==> config.mk <==
export PLATFORM = sky130hd
export DESIGN_NAME = mark_fifo
export DESIGN_NICKNAME = d
export VERILOG_FILES = /design/src/rtl/mfifo_pkg.sv /design/src/rtl/mfifo_mem.sv /design/src/rtl/mfifo_ptrs.sv /design/src/rtl/mfifo_out.sv /design/src/rtl/mark_fifo.sv
export SDC_FILE = /design/constraint.sdc
export NUM_CORES = 1
export LEC_CHECK = 0
export ABC_AREA = 1
export BUFFER_PORTS_ARGS = -buffer_cell sky130_fd_sc_hd__buf_2
export CAP_MARGIN = 10
export CORE_AREA = 2 2 155 157
export CTS_CLUSTER_SIZE = 25
export DETAILED_ROUTE_END_ITERATION = 16
export DIE_AREA = 0 0 157 159
export PLACE_DENSITY = 0.83
export SETUP_SLACK_MARGIN = 0.1
export SLEW_MARGIN = 20
export SYNTH_ARGS = -nofsm -noshare
export SYNTH_HDL_FRONTEND = slang
export SYNTH_SLANG_ARGS = --single-unit
==> constraint.sdc <==
create_clock -name clk -period 3.25 [get_ports clk]
set_input_delay 0.325 -clock clk [delete_from_list [all_inputs] [get_ports clk]]
set_output_delay 0.325 -clock clk [all_outputs]
set_load 0.005 [all_outputs]
==> src/rtl/mfifo_pkg.sv <==
package mfifo_pkg;

    typedef enum logic {
        MODE_STD  = 1'b0,
        MODE_FWFT = 1'b1
    } fifo_mode_e;

    typedef struct packed {
        logic empty;
        logic full;
        logic half;
    } occ_flags_t;

endpackage

==> src/rtl/mfifo_mem.sv <==
module mfifo_mem #(
    parameter int DW = 16,
    parameter int AW = 4
) (
    input  logic          clk,
    input  logic          we,
    input  logic [AW-1:0] waddr,
    input  logic [DW-1:0] wdata,
    input  logic [AW-1:0] raddr,
    output logic [DW-1:0] rdata
);
    localparam int DEPTH = 1 << AW;

    logic [DW-1:0] store [DEPTH];

    always_ff @(posedge clk) begin
        if (we) store[waddr] <= wdata;
    end

    assign rdata = store[raddr];
endmodule

==> src/rtl/mfifo_ptrs.sv <==
module mfifo_ptrs
    import mfifo_pkg::*;
#(
    parameter int AW = 4
) (
    input  logic          clk,
    input  logic          rst,
    input  logic          push_req,
    input  logic          pop,
    input  logic          mark_req,
    input  logic          retx_req,
    output logic          push_ok,
    output logic          retx_take,
    output logic [AW-1:0] waddr,
    output logic [AW-1:0] raddr,
    output occ_flags_t    flags
);
    localparam int PW = AW + 1;
    localparam logic [PW-1:0] DEPTH_P = PW'(1 << AW);
    localparam logic [PW-1:0] HALF_P  = PW'(1 << (AW - 1));

    logic [PW-1:0] wr_q, rd_q, mk_q;
    logic          mv_q;
    logic [PW-1:0] occ, used;

    assign occ         = wr_q - rd_q;
    assign used        = wr_q - (mv_q ? mk_q : rd_q);
    assign flags.empty = (occ == '0);
    assign flags.full  = (used == DEPTH_P);
    assign flags.half  = (occ > HALF_P);
    assign retx_take   = retx_req & mv_q;
    assign push_ok     = push_req & ~flags.full;
    assign waddr       = wr_q[AW-1:0];
    assign raddr       = rd_q[AW-1:0];

    always_ff @(posedge clk) begin
        if (rst) begin
            wr_q <= '0;
            rd_q <= '0;
            mk_q <= '0;
            mv_q <= 1'b0;
        end else begin
            if (push_ok) wr_q <= wr_q + 1'b1;
            if (retx_take)  rd_q <= mk_q;
            else if (pop)   rd_q <= rd_q + 1'b1;
            if (mark_req && !retx_take) begin
                mk_q <= rd_q;
                mv_q <= 1'b1;
            end
        end
    end

    // the space counted from the protected base never exceeds the depth
    p_no_overflow_r9: assert property (@(posedge clk) disable iff (rst)
        used <= DEPTH_P);
    // a write while full leaves the write pointer in place
    p_full_hold_r7: assert property (@(posedge clk) disable iff (rst)
        (flags.full && push_req) |=> $stable(wr_q));
    // the output stage never pops an empty array
    p_no_underflow_r7: assert property (@(posedge clk) disable iff (rst)
        pop |-> !flags.empty);
    // a retransmit restores the saved position
    p_retx_restore_r8: assert property (@(posedge clk) disable iff (rst)
        retx_take |=> (rd_q == $past(mk_q)));
endmodule

==> src/rtl/mfifo_out.sv <==
module mfifo_out
    import mfifo_pkg::*;
#(
    parameter int DW = 16
) (
    input  logic          clk,
    input  logic          rst,
    input  fifo_mode_e    mode,
    input  logic          ld_en,
    input  logic          rd_en,
    input  logic          empty,
    input  logic          retx_take,
    input  logic [DW-1:0] mem_data,
    output logic          pop,
    output logic [DW-1:0] data_q,
    output logic          valid_q
);
    logic rd_req;
    logic want;

    assign rd_req = rd_en & ld_en;
    assign want   = (mode == MODE_FWFT) ? (~valid_q | rd_en) : rd_en;
    assign pop    = ld_en & ~retx_take & ~empty & want;

    always_ff @(posedge clk) begin
        if (rst) begin
            data_q  <= '0;
            valid_q <= 1'b0;
        end else begin
            if (pop) data_q <= mem_data;
            if (mode == MODE_FWFT) begin
                if (retx_take)   valid_q <= 1'b0;
                else if (pop)    valid_q <= 1'b1;
                else if (rd_req) valid_q <= 1'b0;
            end else begin
                valid_q <= 1'b0;
            end
        end
    end

    // output register reads zero straight after reset
    p_reset_zero_r1: assert property (@(posedge clk) disable iff (rst)
        $past(rst) |-> (data_q == '0));
    // fall-through fills an idle output register
    p_fall_through_r3: assert property (@(posedge clk) disable iff (rst)
        (mode == MODE_FWFT && !valid_q && !empty && !retx_take && ld_en) |=> valid_q);
    // standard mode never marks the output register valid
    p_std_no_valid_r2: assert property (@(posedge clk) disable iff (rst)
        (mode == MODE_STD) |-> !valid_q);
endmodule

==> src/rtl/mark_fifo.sv <==
module mark_fifo
    import mfifo_pkg::*;
#(
    parameter int DW = 16,
    parameter int AW = 4
) (
    input  logic          clk,
    input  logic          rst,
    input  logic          fwft_sel,
    input  logic          ld_en,
    input  logic          wr_en,
    input  logic [DW-1:0] wr_data,
    input  logic          rd_en,
    output logic [DW-1:0] rd_data,
    input  logic          mark,
    input  logic          retx,
    output logic          stat_a,
    output logic          stat_b,
    output logic          half_full
);
    fifo_mode_e    mode_q;
    occ_flags_t    flags;
    logic          push_ok, retx_take, pop, out_valid;
    logic [AW-1:0] waddr, raddr;
    logic [DW-1:0] mem_data;

    always_ff @(posedge clk) begin
        if (rst) mode_q <= fifo_mode_e'(fwft_sel);
    end

    mfifo_ptrs #(.AW(AW)) u_ptrs (
        .clk       (clk),
        .rst       (rst),
        .push_req  (wr_en & ld_en),
        .pop       (pop),
        .mark_req  (mark),
        .retx_req  (retx),
        .push_ok   (push_ok),
        .retx_take (retx_take),
        .waddr     (waddr),
        .raddr     (raddr),
        .flags     (flags)
    );

    mfifo_mem #(.DW(DW), .AW(AW)) u_mem (
        .clk   (clk),
        .we    (push_ok),
        .waddr (waddr),
        .wdata (wr_data),
        .raddr (raddr),
        .rdata (mem_data)
    );

    mfifo_out #(.DW(DW)) u_out (
        .clk       (clk),
        .rst       (rst),
        .mode      (mode_q),
        .ld_en     (ld_en),
        .rd_en     (rd_en),
        .empty     (flags.empty),
        .retx_take (retx_take),
        .mem_data  (mem_data),
        .pop       (pop),
        .data_q    (rd_data),
        .valid_q   (out_valid)
    );

    assign stat_a    = (mode_q == MODE_FWFT) ? out_valid : flags.empty;
    assign stat_b    = (mode_q == MODE_FWFT) ? ~flags.full : flags.full;
    assign half_full = flags.half;

    // with load enable low and no rewind, nothing visible moves
    p_ld_gate_r6: assert property (@(posedge clk) disable iff (rst)
        (!ld_en && !retx) |=> ($stable(rd_data) && $stable(half_full)));
endmodule

# Word-level counts from Yosys, hierarchy flattened
# Memory sizes are Yosys's and may differ from the RTL's. A register that Yosys moved wholly into a read port is not among the register bits.
# Cells that the tools add are included.
# word_totals
ramBits,256
n_memories,1
output_inout_bits,19
word_cells,42
inputBits,24
reg_bits,18
# mem_list
memory,depth,width,read_ports,rd_clocked_by_memory_dff,wr,line_no,source
u_mem.store,16,16,1,1,1,mfifo_mem.sv:14,logic [DW-1:0] store [DEPTH];
# classes
n_addsub,4
bitwise_logic,13
n_eq_ne,1
reduce_logical,6
magnitude_cmp,1
n_mux,10
# ops
op,count
$mux W5,3
$add A5 B1 Y5 const B,2
$sub A5 B5 Y5,2
$and A1 B1 Y1,7
$mux W1,7
$eq A5 B5 Y1 const B,1
$gt A5 B4 Y1 const B,1
$logic_not A5 Y1,1
$not A1 Y1,5
$reduce_bool A2 Y1,2
$reduce_or A3 Y1,1
$logic_and A1 B1 Y1,1
$logic_not A1 Y1,1
$or A1 B1 Y1,1

# Longest topological paths before layout
# Gate-level depths: netlist of run 1.
# logic_depth
ltp_word,7
ltp_mapped,18
mapped_depth_nobuf,15

# Modules after synthesis
# A second synthesis of run 1 with hierarchy kept.
# unflattened
hier_cells,1367
area_unflattened_um2,13163.9
# modules_own_cells
mod,seq_area_each_um2,cells_each,area_each_um2,instances
mfifo_mem,7687.4,1058,11060.6,1
mfifo_ptrs,320.3,180,1193.6,1
mfifo_out,340.3,118,842.1,1
mark_fifo,30.0,11,67.6,1

# Least setup slack after synthesis of run 1
# No wires, ideal clock.
# synth_timing
kind,reg-to-reg
start,register u_ptrs.rd_q[1]
end,memory u_mem.store[3][0] (enable)
setup_ns,0.409
stages_incl_launch_ff,15
arrival_time_ns,2.977
synth_period_minus_slack_ns,3.386
path_slack_ns,-0.136
n_path_buf,3
required_time_ns,2.841
path_cell_list,dfxtp_1 buf_4 clkbuf_1 o21ai_0 ha_1 nand2_1 nand2_1 nand2_1 nand2_1 nor2_1 nor2_2 nand2_4 nand2_4 buf_2 nor3_1
# synth_between
elab_chain_len,7
# synth_rtl
item,line_no,source
start: declaration,mfifo_ptrs.sv:22,"logic [PW-1:0] wr_q, rd_q, mk_q;"
start signal: assignment,mfifo_ptrs.sv:44,if (retx_take) rd_q <= mk_q;
start signal: assignment,mfifo_ptrs.sv:45,else if (pop) rd_q <= rd_q + 1'b1;
$mux W5,mfifo_ptrs.sv:27,assign used = wr_q - (mv_q ? mk_q : rd_q);
$sub A5 B5 Y5,mfifo_ptrs.sv:27,
$eq A5 B5 Y1,mfifo_ptrs.sv:29,assign flags.full = (used == DEPTH_P);
$not A1 Y1,mfifo_ptrs.sv:32,assign push_ok = push_req & ~flags.full;
$and A1 B1 Y1,mfifo_ptrs.sv:32,
$mux W1,mfifo_mem.sv:17,if (we) store[waddr] <= wdata;
$mux W1 (implied by the code),mfifo_mem.sv:17,
end: declaration,mfifo_mem.sv:14,
# Every way passes these cells.

# Worst setup path in the final report of run 1
# layout_timing
start,register u_ptrs.mv_q
end,output stat_b
# layout_between
elab_chain_len,5
# layout_rtl
item,line_no,source
start: declaration,mfifo_ptrs.sv:23,logic mv_q;
start signal: assignment,mfifo_ptrs.sv:41,mv_q <= 1'b0;
start signal: assignment,mfifo_ptrs.sv:48,mv_q <= 1'b1;
$mux W5 *,mfifo_ptrs.sv:27,
$sub A5 B5 Y5 *,mfifo_ptrs.sv:27,
$eq A5 B5 Y1 *,mfifo_ptrs.sv:29,
$not A1 Y1,mark_fifo.sv:69,assign stat_b = (mode_q == MODE_FWFT) ? ~flags.full : flags.full;
$mux W1 *,mark_fifo.sv:69,
end: declaration,mark_fifo.sv:18,"output logic stat_b,"
# Mark *: on every way between the ends. The rest lies on a longest branch, timed or not.

==> results of run 1 <==
==> kinds of logic (layout without fill, tap and decap cells) <==
family / count (synthesis) / count (layout) / synth area share
compound gates: 231 / 231 / 0.107
xor+xnor: 5 / 5 / 0.00360
fa+ha+maj: 15 / 15 / 0.0160
buf+inv: 121 / 184 / 0.0471
flops: 290 / 290 / 0.689
simple gates: 416 / 416 / 0.138
==> flip-flops by register name, indices dropped and copies added (netlist names) <==
register,cells
u_mem.store,256
u_out.data_q,16
u_ptrs.mk_q,5
u_ptrs.rd_q,5
u_ptrs.wr_q,5
mode_q,1
u_out.valid_q,1
u_ptrs.mv_q,1
==> per-layer routing <==
metal | track usage | vias to the layer above | part of all wire
met4 | 0.0909 | 0 | 0.040
met3 | 0.0588 | 77 | 0.11
met1 | 0.310 | 4003 | 0.39
met2 | 0.368 | 504 | 0.47
met5 | 0 | - | 0
li1 | - | 3859 | -
==> placed cells by master, fill, tap and decap left out, drive strengths merged <==
cell	instances
xor2	5
o211a	1
ha	14
nand3b	1
a21oi	21
nand2	156
o31ai	1
fa	1
clkinv	16
dlygate4sd3	1
dfxtp	33
o22ai	32
nor2	200
or2	1
o21ai	144
edfxtp	257
o211ai	32
nor3	23
inv	57
buf	72
clkbuf	38
nand3	35
==> worst max-delay path, delay by kind of cell, from the launching register on <==
family | cells | cell delay [ps]
AOI/OAI and AO/OA | 2 | 400
xor gates and xnor gates | 1 | 180
adders and majority gates | 1 | 340
buffers and inverters | 1 | 140
DFF | 1 | 530
and+or+nand+nor | 5 | 460
==> worst paths after layout <==
kind,from,depth (start not counted),slack [ps],to
setup / recovery,u_ptrs.mv_q,10,340,stat_b
hold / removal,rd_en,4,80,u_out.valid_q
setup reg to reg,u_ptrs.mv_q,12,350,u_mem.store[8][0]
hold reg to reg,u_ptrs.mk_q[0],2,480,u_ptrs.mk_q[0]
==> layout make-up <==
class / count / area [µm²] / share of cell area
clock inverter: 14 / 93.8 / 0.00689
multi-input combinational: 667 / 3320 / 0.244
inverter: 59 / 223 / 0.0164
tap: 319 / 399 / 0.0293
timing repair buffer: 73 / 445 / 0.0327
sequential: 290 / 8380 / 0.616
clock buffer: 38 / 748 / 0.0550
==> per-stage QoR <==
step           setup TNS (ps)  total power [mW]  hold WS [ps]  area [µm²]   util
2_1_floorplan          -19610              5.14           394       12200      -
3_3_place_gp                0              5.45           453       12700  0.549
3_5_place_dp                0              5.48           467       12700  0.549
4_1_cts                     0              8.41          64.1       13600  0.586
5_1_grt                     0              8.71          86.3       13600  0.587
6_report                    0              8.40          77.2       13600  0.587
==> where the power goes <==
part / total (mW) / switching [mW] / leakage (nW) / internal, mW
logic: 1.26 / 0.876 / 1.88 / 0.381
registers: 4.18 / 0.0400 / 2.59 / 4.14
clock network: 2.97 / 1.34 / 0.416 / 1.62
==> repair_timing <==
action | in CTS | in global routing
hold buffers | 1 | 0
gates resized for setup | 1 | 1
setup buffers | 0 | 0
endpoints found under the setup margin | 6 | 16
endpoints found under the hold margin | 1 | 0
==> metrics, run 1 <==
power per standard cell area 617 nW/µm²; final setup violation count 0; Tot GR Track Use 0.232; overall die area 25000 µm²; number of max-cap violations 0; Worst IR Drop VDD 0.496 mV; Worst Setup Slack post-DPL 80.1 ps; number of top-level pins 43; critical path cell sequence o21ai_0 -> ha_1 -> a21oi_1 -> nand2_1 -> nand2_1 -> nand2_1 -> nor2_1 -> nand2_4 -> xor2_1 -> buf_2; final-layout fill cell count 1789; actual slew at the worst max-slew pin 1040 ps; Die X-Extent 157 µm; instance count of the mapped netlist 1078; first-pass GRT wire length 44100 µm; count of input and output buffers 42; most area-hungry cell type in the Yosys netlist sky130_fd_sc_hd__edfxtp_1; flip-flop and latch count after synthesis 290; via count of the first global-routing pass 8041; delay contributed by the slowest stage of the critical path 530 ps; Max Freq 0.344 GHz; ys flop type sky130_fd_sc_hd__edfxtp_1; Worst setup EP type primary output; Pleak 4.88 nW; crit path kind reg -> out; DRC marker count from the first detailed-route iteration 1199; placed cells 1407; required arrival time at the worst endpoint 2920 ps; Max transition margin 0.307; clock tree from TritonCTS done; CTS sink count 290; clock transition time at the flip-flop clock pins of the worst setup and hold paths 60 ps; num rows 56; endpoint arrival time on the critical path 2580 ps; post-route clock period utilization 0.895; area overhead of the layout relative to synthesis 11.9%; classification of the worst-slack hold path in -> reg; total number of vias 8443; drt first pass iters 6; detail-routed net length per standard cell 20.1 µm; clock skew after layout 26.4 ps; global route overflow 0; Post-synth EDFFs 257; part of the Yosys area used for sequential elements 0.689; area share of the leading cell type in the synthesized netlist 0.634; initial antenna violation count 1; floorplan core area 23200 µm²; H-tree levels 1; ranking of synthesized cells by instance count sky130_fd_sc_hd__edfxtp_1, sky130_fd_sc_hd__nor2_1, sky130_fd_sc_hd__nand2_1, sky130_fd_sc_hd__o21ai_0, sky130_fd_sc_hd__inv_1; last weighted congestion value of the routability-driven placer 0.899; leading post-synthesis cells by cell area sky130_fd_sc_hd__edfxtp_1, sky130_fd_sc_hd__nor2_1, sky130_fd_sc_hd__o21ai_0; post-detailed-placement half-perimeter wirelength 18200 µm; cell at the slowest stage of the critical path sky130_fd_sc_hd__dfxtp_1; Residual DRC 0; Die Span Y 159 µm; Final ANT Viol Nets 0; Yosys warnings 0; buffer cell driving the clock tree root sky130_fd_sc_hd__clkbuf_16; run status complete, no violations; detailed-route wire length 29400 µm; Max Buffers Root-to-Sink 3; final-stage net count 1158; number of non-filler instances in the completed layout 1460; number of max-slew violations in the final report 0; fin crit period 2910 ps; Inserted Clock Buffers 28; net count of the mapped netlist 1117; proportion of synthesized flip-flops having asynchronous set or reset 0; worst-skew pair later-pin latency 570 ps; most frequently used cell type in the post-synthesis netlist sky130_fd_sc_hd__edfxtp_1; final worst slack 342 ps; Fin. Hold Viols 0; unrepaired setup endpoints after global routing yes; Worst setup SP type flop; share of layout cells above drive strength 1 0.127; count of unique library cells instantiated by Yosys 31; mean cell area of the mapped netlist 11.3 µm²; Diodes inserted 0; average via count per standard cell 5.78; biggest fanout along the worst timing path 12; largest net degree at the start of global routing 106; initial core utilization 0.524; Post-Syn Area 12200 µm²; crit-path most repeated cell sky130_fd_sc_hd__nand2_1
No activity file was read; power rests on OpenSTA's default activity.
==> inputs of run 2 (changes only) <==
REMOVE_ABC_BUFFERS = 1   (was not set)
==> metrics, run 2 (same netlist as run 1, synthesis figures left out) <==
number of non-filler instances in the completed layout 1464 (was 1460); total number of vias 8383 (was 8443); power per standard cell area 634 nW/µm² (was 617 nW/µm²); H-tree levels 1 (unchanged); Hold WS 57.3 ps (was 77.2 ps); total power of the final layout 8.73 mW (was 8.40 mW); max FFs per register 256 (unchanged); summed area of non-filler cells in the final layout 13800 µm² (was 13600 µm²); Worst setup EP type flop (was primary output); final worst slack 263 ps (was 342 ps); commonest non-fill, non-tap cell in the layout sky130_fd_sc_hd__edfxtp_1 (unchanged); CTS sink count 290 (unchanged); most frequent cells in the layout sky130_fd_sc_hd__edfxtp_1, sky130_fd_sc_hd__nor2_1, sky130_fd_sc_hd__nand2_1 (unchanged); global route overflow 0 (unchanged); final-layout fill cell count 1730 (was 1789); number of max-cap violations 0 (unchanged); worst-skew pair later-pin latency 550 ps (was 570 ps); clock skew after layout 13.9 ps (was 26.4 ps); drt first pass iters 8 (was 6); detailed-route wire length 28800 µm (was 29400 µm); overall die area 25000 µm² (unchanged); Max Buffers Root-to-Sink 3 (unchanged); Sum Neg Setup Slack 0 ps (unchanged); first-pass GRT wire length 44700 µm (was 44100 µm); classification of the worst-slack hold path in -> reg (unchanged); R2R depth 11 (was 12); endpoint arrival time on the critical path 3160 ps (was 2580 ps); post-detailed-placement half-perimeter wirelength 18100 µm (was 18200 µm); last weighted congestion value of the routability-driven placer 0.948 (was 0.899); Pleak 4.98 nW (was 4.88 nW); biggest fanout along the worst timing path 16 (was 12); run status complete, no violations (unchanged); cell at the slowest stage of the critical path sky130_fd_sc_hd__nor2_2 (was sky130_fd_sc_hd__dfxtp_1); floorplan core area 23200 µm² (unchanged); Worst Setup Slack post-DPL 56.7 ps (was 80.1 ps); area overhead of the layout relative to synthesis 13.1% (was 11.9%); clock tree from TritonCTS done (unchanged); sequential fraction of design power 0.479 (was 0.497); count of input and output buffers 42 (unchanged); Residual DRC 0 (unchanged); Finished Core Util 0.593 (was 0.587); via count of the first global-routing pass 8123 (was 8041); unrepaired setup endpoints after global routing yes (unchanged); post-route clock period utilization 0.919 (was 0.895); initial core utilization 0.524 (unchanged); number of top-level pins 43 (unchanged); Fin. Hold Viols 0 (unchanged); largest net degree at the start of global routing 101 (was 106); initial antenna violation count 0 (was 1); internal power summed over all cells 6.45 mW (was 6.14 mW); Die Span Y 159 µm (unchanged); switching part of the total power 0.261 (was 0.269); Max Freq 0.335 GHz (was 0.344 GHz); power share of the clock group 0.376 (was 0.353); Worst setup SP type flop (unchanged); part of the power in combinational logic 0.145 (was 0.150); detail-routed net length per standard cell 19.7 µm (was 20.1 µm); delay contributed by the slowest stage of the critical path 740 ps (was 530 ps); num rows 56 (unchanged); instance count along the most critical hold path 4 (unchanged); critical path cell sequence o21ai_0 -> ha_1 -> nand2_1 -> nand2_1 -> nand2_1 -> nand2_1 -> nor2_1 -> nor2_2 -> nand2_4 -> nand2_4 -> nor2_2 (was o21ai_0 -> ha_1 -> a21oi_1 -> nand2_1 -> nand2_1 -> nand2_1 -> nor2_1 -> nand2_4 -> xor2_1 -> buf_2); Die X-Extent 157 µm (unchanged); final setup violation count 0 (unchanged); Final ANT Viol Nets 0 (unchanged); number of max-slew violations in the final report 0 (unchanged); crit-path most repeated cell sky130_fd_sc_hd__nand2_1 (unchanged); required arrival time at the worst endpoint 3420 ps (was 2920 ps); Tot GR Track Use 0.232 (about the same); standard cell area after detailed placement 12800 µm² (was 12700 µm²); Diodes inserted 0 (unchanged); share of layout cells above drive strength 1 0.135 (was 0.127); DRC marker count from the first detailed-route iteration 1268 (was 1199); crit path kind reg -> reg (was reg -> out); buffer cell driving the clock tree root sky130_fd_sc_hd__clkbuf_16 (unchanged); switching power 2.28 mW (was 2.26 mW); Inserted Clock Buffers 29 (was 28); placed cells 1409 (was 1407); Max transition margin 0.363 (was 0.307); Largest Register u_mem.store (unchanged); biggest registers after layout u_mem.store: 256 flops, u_out.data_q: 16 flops (unchanged); fin crit period 2990 ps (was 2910 ps); clock transition time at the flip-flop clock pins of the worst setup and hold paths 60 ps (about the same); final-stage net count 1161 (was 1158); average via count per standard cell 5.73 (was 5.78); Worst IR Drop VDD 0.421 mV (was 0.496 mV); actual slew at the worst max-slew pin 956 ps (was 1040 ps)
-- run 2: path summary, 6_finish.rpt --
path / from / end / slack (ps)
worst max-delay path: u_ptrs.mv_q / u_mem.store[15][12] / 260
worst min register to register: u_ptrs.mk_q[0] / u_ptrs.mk_q[0] / 470
worst min-delay path: rd_en / u_out.valid_q / 60
worst max register to register: u_ptrs.mv_q / u_mem.store[15][12] / 260
-- run 2: layout make-up --
class | count | area, µm² | share of cell area
Sequential cell | 290 | 8380 | 0.609
Multi-Input combinational cell | 667 | 3330 | 0.242
Clock buffer | 41 | 821 | 0.0597
Timing Repair Buffer | 75 | 473 | 0.0344
Tap cell | 319 | 399 | 0.0290
Inverter | 59 | 223 | 0.0162
Clock inverter | 13 | 128 | 0.00928
-- run 2: per-layer routing --
| metal | GRT usage | part of all wire | wire length, µm | up-vias |
|---|---|---|---|---|
| li1 | - | - | - | 3870 |
| met2 | 0.390 | 0.50 | 14400 | 407 |
| met4 | 0.0859 | 0.035 | 1010 | 0 |
| met3 | 0.0310 | 0.074 | 2130 | 69 |
| met1 | 0.311 | 0.39 | 11300 | 4037 |
| met5 | 0 | 0 | 0 | - |
-- run 2: timing repair --
item,in CTS,in global routing
hold buffers,1,0
hold endpoints to repair,1,0
gates resized for setup,3,1
endpoints found under the setup margin,48,27
setup buffers,0,0
-- run 2: critical path, delay by kind of cell, from the launching register on --
family | cells | cell delay (ps)
simple gates | 9 | 1530
compound gates | 1 | 190
fa+ha+maj | 1 | 350
flops | 1 | 530
-- run 2: power by group through the flow --
stage / logic, mW / clock network (mW) / registers, mW
finish: 1.27 / 3.28 / 4.18
global route: 1.41 / 3.45 / 4.19
CTS: 1.26 / 3.31 / 4.18
detailed placement: 1.25 / 0 / 4.26
global placement: 1.22 / 0 / 4.26
floorplan: 0.694 / 0 / 4.34
==> inputs of run 3 (changes only) <==
PLACE_DENSITY = 0.8   (was 0.83)
clock period = 3 ns   (was 3.25 ns; I/O delays follow)
==> metrics, run 3 (same netlist as run 1, synthesis figures left out) <==
fin crit period 2750 ps; internal power summed over all cells 7.08 mW (was 6.45 mW); Die Span Y 159 µm (unchanged); run status complete, no violations (unchanged); unrepaired setup endpoints after global routing no (was yes); post-route clock period utilization 0.915; required arrival time at the worst endpoint 2700 ps (was 3420 ps); number of max-cap violations 0 (unchanged); initial core utilization 0.524 (unchanged); most frequent cells in the layout sky130_fd_sc_hd__edfxtp_1, sky130_fd_sc_hd__nor2_1, sky130_fd_sc_hd__nand2_1 (unchanged); detail-routed net length per standard cell 20.6 µm (was 19.7 µm); power per standard cell area 691 nW/µm² (was 634 nW/µm²); total number of vias 8585 (was 8383); endpoint arrival time on the critical path 2450 ps (was 3160 ps); Pleak 4.99 nW (was 4.98 nW); cell at the slowest stage of the critical path sky130_fd_sc_hd__dfxtp_4 (was sky130_fd_sc_hd__nor2_2); delay contributed by the slowest stage of the critical path 400 ps (was 740 ps); worst-skew pair later-pin latency 540 ps (was 550 ps); last weighted congestion value of the routability-driven placer 0.882 (was 0.948); part of the power in combinational logic 0.149 (was 0.145); standard cell area after detailed placement 12800 µm² (about the same); global routing usage on met3 0.0313 (was 0.0310); Largest Register u_mem.store (unchanged); Max Freq 0.364 GHz; critical path cell sequence nand2_1 -> o21ai_1 -> ha_1 -> a21oi_2 -> nand2_1 -> nand2_1 -> nand2_1 -> nor2_2 -> nand2_4 -> buf_4 -> xor2_1 -> buf_2 (was o21ai_0 -> ha_1 -> nand2_1 -> nand2_1 -> nand2_1 -> nand2_1 -> nor2_1 -> nor2_2 -> nand2_4 -> nand2_4 -> nor2_2); final setup violation count 0 (unchanged); crit path kind reg -> out (was reg -> reg); initial antenna violation count 0 (unchanged); switching power 2.48 mW (was 2.28 mW); clock transition time at the flip-flop clock pins of the worst setup and hold paths 70 ps (was 60 ps); actual slew at the worst max-slew pin 983 ps (was 956 ps); Worst Setup Slack post-DPL -74.6 ps (was 56.7 ps); Final ANT Viol Nets 0 (unchanged); placed cells 1417 (was 1409); Max Buffers Root-to-Sink 3 (unchanged); Worst IR Drop VDD 0.438 mV (was 0.421 mV); largest net degree at the start of global routing 101 (unchanged); classification of the worst-slack hold path in -> reg (unchanged); Worst setup SP type flop (unchanged); final-stage net count 1168 (was 1161); highest-utilization routing layer at the global route stage met2 (unchanged); Hold WS 56.5 ps (was 57.3 ps); global route overflow 0 (unchanged); global-route track usage on met2 0.412 (was 0.390); Max transition margin 0.345 (was 0.363); share of layout cells above drive strength 1 0.140 (was 0.135); switching part of the total power 0.259 (was 0.261); Die X-Extent 157 µm (unchanged); clock skew after layout 14.0 ps (was 13.9 ps); max FFs per register 256 (unchanged); final-layout fill cell count 1768 (was 1730); count of input and output buffers 42 (unchanged); Worst setup EP type primary output (was flop); post-detailed-placement half-perimeter wirelength 18800 µm (was 18100 µm); overall die area 25000 µm² (unchanged); Tot GR Track Use 0.243 (was 0.232); floorplan core area 23200 µm² (unchanged); drt first pass iters 5 (was 8); CTS sink count 290 (unchanged); Sum Neg Setup Slack 0 ps (unchanged); total power of the final layout 9.56 mW (was 8.73 mW); DRC marker count from the first detailed-route iteration 1060 (was 1268); num rows 56 (unchanged); average via count per standard cell 5.84 (was 5.73); power share of the clock group 0.378 (was 0.376); clock tree from TritonCTS done (unchanged); final worst slack 254 ps (was 263 ps); sequential fraction of design power 0.473 (was 0.479); first-pass GRT wire length 46700 µm (was 44700 µm); Inserted Clock Buffers 28 (was 29); crit-path most repeated cell sky130_fd_sc_hd__nand2_1 (unchanged); buffer cell driving the clock tree root sky130_fd_sc_hd__clkbuf_16 (unchanged); number of max-slew violations in the final report 0 (unchanged); Residual DRC 0 (unchanged); H-tree levels 1 (unchanged); Finished Core Util 0.597 (was 0.593); biggest registers after layout u_mem.store: 256 flops, u_out.data_q: 16 flops (unchanged); detailed-route wire length 30200 µm (was 28800 µm); M1 GR Usage 0.322 (was 0.311); number of top-level pins 43 (unchanged); Diodes inserted 0 (unchanged); commonest non-fill, non-tap cell in the layout sky130_fd_sc_hd__edfxtp_1 (unchanged); summed area of non-filler cells in the final layout 13800 µm² (about the same); number of non-filler instances in the completed layout 1469 (was 1464); via count of the first global-routing pass 8469 (was 8123); Fin. Hold Viols 0 (unchanged); biggest fanout along the worst timing path 10 (was 16); area overhead of the layout relative to synthesis 13.8% (was 13.1%)
==> run 3: cell count changes in the layout (fill, tap and decap cells not counted), sizes merged <==
cell    delta
inv        -2
buf        +8
bufinv     +2
clkinv     -2
clkbuf     -1
==> run 3: critical path, delay by kind of cell, from the launching register on <==
kind / cells / cell delay [ps]
flip-flops: 1 / 400
XOR/XNOR: 1 / 140
AO/OA/AOI/OAI: 2 / 290
AND/OR/NAND/NOR: 6 / 480
adder cells (fa/ha/maj): 1 / 310
buffers and inverters: 2 / 290
==> run 3: worst paths after layout <==
kind | slack [ps] | from | cells after the start | to
worst max-delay path | 250 | u_ptrs.mv_q | 12 | stat_b
worst min-delay path | 60 | rd_en | 4 | u_out.valid_q
worst max register to register | 280 | u_ptrs.mv_q | 18 | u_mem.store[4][10]
worst min register to register | 480 | u_out.valid_q | 2 | u_out.valid_q
==> run 3: final cells by class <==
| class | count | area, µm² | share of cell area |
|---|---|---|---|
| sequential | 290 | 8390 | 0.606 |
| multi-input combinational | 667 | 3340 | 0.242 |
| clock buffer | 40 | 787 | 0.0569 |
| timing repair buffer | 83 | 546 | 0.0394 |
| tap | 319 | 399 | 0.0288 |
| inverter | 59 | 223 | 0.0161 |
| clock inverter | 11 | 154 | 0.0111 |
==> run 3: what timing repair did <==
action | in CTS | in global routing
setup buffers | 0 | 0
resized for setup | 5 | 9
cloned | 0 | 0
endpoints found under the setup margin | 113 | 69
hold buffers | 1 | 0
hold endpoints to repair | 1 | 0
==> run 3: power by group through the flow <==
stage	clock [mW]	combinational, mW	sequential (mW)
after floorplan	0	0.752	4.70
after global placement	0	1.36	4.61
after detailed placement	0	1.38	4.61
after CTS	3.63	1.40	4.53
after global routing	3.79	1.59	4.53
final	3.61	1.42	4.53
==> run 3: layer usage <==
layer | vias up | share of wire | wire length [µm]
met4 | 0 | 0.034 | 1020
met1 | 4186 | 0.39 | 11800
met2 | 438 | 0.50 | 15200
met3 | 70 | 0.072 | 2170
met5 | - | 0 | 0
li1 | 3891 | - | -
